### src/rtl/gpio_irq_pkg.sv
package gpio_irq_pkg;
  localparam logic [7:0] OFF_CAUSE = 8'h14;
  localparam logic [7:0] OFF_EMASK = 8'h18;
  localparam logic [7:0] OFF_LMASK = 8'h1C;

  typedef enum logic [1:0] {
    SEL_NONE  = 2'd0,
    SEL_CAUSE = 2'd1,
    SEL_EMASK = 2'd2,
    SEL_LMASK = 2'd3
  } reg_sel_e;
endpackage

### src/rtl/gpio_cause_latch.sv
module gpio_cause_latch #(
  parameter int NUM_LINES = 32
) (
  input  logic                 clk,
  input  logic                 rst,
  input  logic [NUM_LINES-1:0] data_in,
  input  logic                 clr_we,
  input  logic [NUM_LINES-1:0] clr_data,
  output logic [NUM_LINES-1:0] cause
);
  logic [NUM_LINES-1:0] din_q;
  logic [NUM_LINES-1:0] rise;
  logic [NUM_LINES-1:0] keep;

  // During reset the history tracks the input, so a line held high never looks like an edge.
  assign rise = data_in & ~din_q;
  assign keep = clr_we ? clr_data : {NUM_LINES{1'b1}};

  always_ff @(posedge clk) begin
    din_q <= data_in;
    if (rst) cause <= '0;
    else     cause <= (cause & keep) | rise;
  end

  // without a clearing write no cause bit drops
  assert_cause_sticky_R2: assert property (@(posedge clk) disable iff (rst)
    !clr_we |=> ((cause & $past(cause)) == $past(cause)));

  // a detected edge is present in the cause register one cycle later, even against a clear
  assert_edge_wins_R4: assert property (@(posedge clk) disable iff (rst)
    (rise != '0) |=> ((cause & $past(rise)) == $past(rise)));
endmodule

### src/rtl/gpio_mask_regs.sv
module gpio_mask_regs #(
  parameter int NUM_LINES = 32
) (
  input  logic                 clk,
  input  logic                 rst,
  input  logic                 emask_we,
  input  logic                 lmask_we,
  input  logic [NUM_LINES-1:0] wr_data,
  output logic [NUM_LINES-1:0] edge_mask,
  output logic [NUM_LINES-1:0] level_mask
);
  always_ff @(posedge clk) begin
    if (rst) begin
      edge_mask  <= '0;
      level_mask <= '0;
    end else begin
      if (emask_we) edge_mask  <= wr_data;
      if (lmask_we) level_mask <= wr_data;
    end
  end

  // masks come out of reset fully closed
  assert_mask_reset_R8: assert property (@(posedge clk) disable iff (rst)
    $past(rst) |-> (edge_mask == '0 && level_mask == '0));

  // a mask only moves on its own write strobe
  assert_mask_stable_R9: assert property (@(posedge clk) disable iff (rst)
    (!emask_we && !lmask_we) |=> ($stable(edge_mask) && $stable(level_mask)));
endmodule

### src/rtl/gpio_group_or.sv
module gpio_group_or #(
  parameter int NUM_LINES = 32,
  parameter int GROUP     = 8
) (
  input  logic                         clk,
  input  logic                         rst,
  input  logic [NUM_LINES-1:0]         req,
  output logic [NUM_LINES/GROUP-1:0]   irq
);
  localparam int NUM_GROUPS = NUM_LINES / GROUP;

  for (genvar g = 0; g < NUM_GROUPS; g++) begin : g_grp
    always_ff @(posedge clk) begin
      if (rst) irq[g] <= 1'b0;
      else     irq[g] <= |req[g*GROUP +: GROUP];
    end

    // each summary reflects its own eight lines one cycle later
    assert_group_or_R7: assert property (@(posedge clk) disable iff (rst)
      irq[g] == $past(|req[g*GROUP +: GROUP]));
  end
endmodule

### src/rtl/gpio_irq_aggr.sv
module gpio_irq_aggr
  import gpio_irq_pkg::*;
#(
  parameter int NUM_LINES = 32,
  parameter int GROUP     = 8,
  parameter int ADDR_W    = 8
) (
  input  logic                       clk,
  input  logic                       rst,
  input  logic [NUM_LINES-1:0]       data_in,
  input  logic                       wr_en,
  input  logic [ADDR_W-1:0]          addr,
  input  logic [NUM_LINES-1:0]       wr_data,
  output logic [NUM_LINES-1:0]       rd_data,
  output logic [NUM_LINES/GROUP-1:0] irq
);
  localparam int NUM_GROUPS = NUM_LINES / GROUP;

  reg_sel_e             sel;
  logic [NUM_LINES-1:0] cause;
  logic [NUM_LINES-1:0] edge_mask;
  logic [NUM_LINES-1:0] level_mask;
  logic [NUM_LINES-1:0] req;
  logic [NUM_LINES-1:0] rd_mux;

  always_comb begin
    if      (addr == ADDR_W'(OFF_CAUSE)) sel = SEL_CAUSE;
    else if (addr == ADDR_W'(OFF_EMASK)) sel = SEL_EMASK;
    else if (addr == ADDR_W'(OFF_LMASK)) sel = SEL_LMASK;
    else                                 sel = SEL_NONE;
  end

  gpio_cause_latch #(.NUM_LINES(NUM_LINES)) u_cause (
    .clk      (clk),
    .rst      (rst),
    .data_in  (data_in),
    .clr_we   (wr_en && sel == SEL_CAUSE),
    .clr_data (wr_data),
    .cause    (cause)
  );

  gpio_mask_regs #(.NUM_LINES(NUM_LINES)) u_masks (
    .clk        (clk),
    .rst        (rst),
    .emask_we   (wr_en && sel == SEL_EMASK),
    .lmask_we   (wr_en && sel == SEL_LMASK),
    .wr_data    (wr_data),
    .edge_mask  (edge_mask),
    .level_mask (level_mask)
  );

  assign req = (data_in & level_mask) | (cause & edge_mask);

  gpio_group_or #(.NUM_LINES(NUM_LINES), .GROUP(GROUP)) u_groups (
    .clk (clk),
    .rst (rst),
    .req (req),
    .irq (irq)
  );

  always_comb begin
    unique case (sel)
      SEL_CAUSE: rd_mux = cause;
      SEL_EMASK: rd_mux = edge_mask;
      SEL_LMASK: rd_mux = level_mask;
      default:   rd_mux = '0;
    endcase
  end

  always_ff @(posedge clk) begin
    if (rst) rd_data <= '0;
    else     rd_data <= rd_mux;
  end

  // with both masks closed no summary can be raised on the next cycle
  assert_all_masked_R6: assert property (@(posedge clk) disable iff (rst)
    (edge_mask == '0 && level_mask == '0) |=> (irq == '0));

  // a level-enabled line that is high forces its group on the next cycle
  assert_level_pass_R5: assert property (@(posedge clk) disable iff (rst)
    ((data_in & level_mask) != '0) |=> (irq != '0));

  initial assert (NUM_GROUPS * GROUP == NUM_LINES)
    else $error("NUM_LINES must be a multiple of GROUP");
endmodule

### config.mk
export PLATFORM = sky130hd
export DESIGN_NAME = gpio_irq_aggr
export DESIGN_NICKNAME = d
export VERILOG_FILES = /design/src/rtl/gpio_irq_pkg.sv /design/src/rtl/gpio_cause_latch.sv /design/src/rtl/gpio_mask_regs.sv /design/src/rtl/gpio_group_or.sv /design/src/rtl/gpio_irq_aggr.sv
export SDC_FILE = /design/constraint.sdc
export NUM_CORES = 1
export LEC_CHECK = 0
export ABC_AREA = 1
export BUFFER_PORTS_ARGS = -buffer_cell sky130_fd_sc_hd__buf_2
export CAP_MARGIN = 20
export CORE_MARGIN = 2
export CORE_UTILIZATION = 35
export CTS_CLUSTER_SIZE = 24
export DETAILED_ROUTE_END_ITERATION = 8
export GPL_ROUTABILITY_DRIVEN = 1
export PLACE_DENSITY = 0.54
export SLEW_MARGIN = 20
export SYNTH_ARGS = -nofsm -noshare
export SYNTH_HDL_FRONTEND = slang
export SYNTH_SLANG_ARGS = --single-unit
### constraint.sdc
create_clock -name clk -period 1.3 [get_ports clk]
set_clock_uncertainty 0.1 [all_clocks]
set_input_delay 0 -clock clk [delete_from_list [all_inputs] [get_ports clk]]
set_output_delay 0 -clock clk [all_outputs]
set_load 0.01 [all_outputs]
==> results.json <==
{
  "antenna_found_initial": 0,
  "hold_path_class": "primary input to flip-flop",
  "num_io_pins": 111,
  "drt_first_pass_iters": 5,
  "end_kind": "flip-flop",
  "syn_inst": 948,
  "crit_arrival_ns": 1.35,
  "relSlewSlack": 0.6854,
  "grt_start_max_net_pins": 65,
  "synth_top_family_by_area": "simple AND/OR/NAND/NOR gates",
  "status": "finished, violations left",
  "dpl.cell_count": 1301,
  "fmax_mhz": 871.5,
  "route.detailed.drc": 0,
  "finalHoldViolCount": 2,
  "drt_iter0_drc": 404,
  "synth.area.top_cells": "dfxtp_1 (48%), nand2_1 (15%), inv_1 (6.8%), a21oi_1 (6.6%), nand4_1 (6.1%)",
  "clock-sinks": 164,
  "drtAntennaViolNets": 0,
  "crit_type": "primary input to flip-flop",
  "cts_tree": "done",
  "grt_use_met1": 0.2764,
  "cts.repair.resized": 0,
  "cts_buffer_depth": 2,
  "ctsHoldBuffers": 65,
  "critical-path-max-stage-delay_ns": 0.53,
  "start_util": 0.3594,
  "crit_slowest_cell": "dlygate4sd3_1",
  "min_period_ns": 1.148,
  "synth-compound-area-share": 0.08366,
  "clockRootBuffer": "clkbuf_16",
  "drt-total-wl_um": 20370,
  "final_nets": 1200,
  "fp-row-count": 50,
  "crit_path_max_fanout": 18,
  "die-area_mm2": 0.02053,
  "totalPowerFinal_mw": 11.06,
  "n_antenna_cell": 0,
  "grt_use_total": 0.2053,
  "critPathBufInv": 3,
  "insertion_delay_ns": 0.44,
  "cts_made_buffers": 17,
  "chipHeight_um": 143.3,
  "yosysWarnings": 0,
  "final_util": 0.4791,
  "synth.area.mux_share": 0,
  "gr-total-overflow": 0,
  "post_cts_buffers": 0,
  "post-dp-hpwl_um": 13600,
  "ys_seq_area_frac": 0.4835,
  "synth_seq_cells": 164,
  "post_synth_num_cell_types": 24,
  "slew_viol_final": 0,
  "synthesis.area_mm2": 0.006790,
  "stdcell_count": 1398,
  "port_buffers": 110,
  "setup_viol": 0,
  "met2_usage": 0.3254,
  "grt_pass1_vias": 6224,
  "dp_slack_ns": -0.06507,
  "failed_checks": "hold timing",
  "met3_usage": 0.04728,
  "p_per_area_mw_per_mm2": 1222,
  "cts.clk_slew.worst_paths_ns": 0.07,
  "tightest_slew_ns": 0.4683,
  "area_growth_pct": 33.30,
  "core_area_mm2": 0.01889,
  "path_delay_family": "buffers and inverters",
  "leakage_nw": 4.088,
  "place_congestion": 0.8397,
  "h-tree-depth": 4,
  "wire_per_inst_um": 14.57,
  "syn_avg_cell_area_um2": 7.163,
  "rsz0062_at_grt": "false",
  "synth_xor_area_frac": 0,
  "start_kind": "primary input",
  "maxCapViolCount": 0,
  "yosys.area.top_type": "dfxtp_1",
  "crit_required_ns": 1.51,
  "synth_simple_gate_area_frac": 0.3199,
  "grt_first_pass_wirelength_um": 32550,
  "synth-adder-area-share": 0,
  "grt_busiest_layer": "met2",
  "yosysTopAreaCellShare": 0.4835,
  "fin_crit_sh": 0.8827,
  "syn-num-nets": 1023,
  "cp_cell_sequence": "dlygate4sd3_1 > buf_2 > buf_4 > nand4_1 > nand2_1 > a21oi_1",
  "final_area_mm2": 0.009051,
  "dieWidth_um": 143.3,
  "vdd.ir_drop.worst_mv": 0.9380,
  "fin_ws_ns": 0.1525,
  "whs_ns": -0.09491,
  "vias": 6574,
  "drive_above_1_share": 0.1714,
  "via_per_inst": 4.702,
  "fin_setup_tns_ns": 0,
  "postPlaceCellArea_mm2": 0.007806
}
[final timing paths]
kind / start / endpoint / slack [ns] / cells past startpoint
min reg2reg: u_cause.cause[19] / u_cause.cause[19] / 0.36 / 2
min: rst / rd_data[27] / -0.09 / 4
max reg2reg: u_cause.cause[5] / u_groups.irq[0] / 0.16 / 6
max: wr_en / u_cause.cause[2] / 0.15 / 6
[state kept, by name (all words and copies together), names as in the netlist]
| signal | cells |
|---|---|
| u_cause.din_q | 32 |
| rd_data | 32 |
| u_masks.level_mask | 32 |
| u_groups.irq | 4 |
| u_cause.cause | 32 |
| u_masks.edge_mask | 32 |
[logic make-up (layout without fill, tap and decap cells)]
kind of cell    Yosys count  in the layout
simple gates            489            489
compound gates          113            113
buf+inv                 182            372
flops                   164            164
[cell type report]
cell class,count,area [um2]
clock buffers,19,442.9
clock inverters,13,151.4
fillers,1970,9842
inverters,128,481.7
multi-input cells,602,2750
flip-flops and latches,164,3283
well taps,260,325.3
repair buffers,212,1617
[synthesized netlist by cell type (all sizes together)]
master  instances
nand3          82
a31oi           2
nor3            1
o21ai          21
dfxtp         164
a21oi          90
clkbuf         19
clkinv          1
nor2           58
or2             2
nor4            1
nand2         279
nand4          66
inv           127
buf            35
[cell usage in the layout, fill, tap and decap left out, drive strengths merged, types with 6 or more instances in the layout]
cell and count:
a21oi 90, buf 147, clkbuf 19, clkinv 6, dfxtp 164, dlygate4sd3 65, inv 130, nand2 279
nand3 82, nand4 66, nor2 58, o21ai 21
[power by group]
| group | leakage, nW | internal, mW | switching (mW) |
|---|---|---|---|
| Sequential | 1.34 | 5.15 | 0.0625 |
| Clock | 0.282 | 2.91 | 2.18 |
| Combinational | 2.47 | 0.337 | 0.415 |
| Total | 4.09 | 8.40 | 2.66 |
[worst min-delay path, stage by stage]
cell and delay (ns):
buf_2 0.20, nor4_4 0.11, nand2_1 0.06, inv_1 0.03
[metal layers]
metal	wire length, um	vias up
met5	0	-
met4	384	0
met3	1135	29
met2	9144	183
met1	9709	2979
li1	-	3383
(Power assumes the default switching activity.)
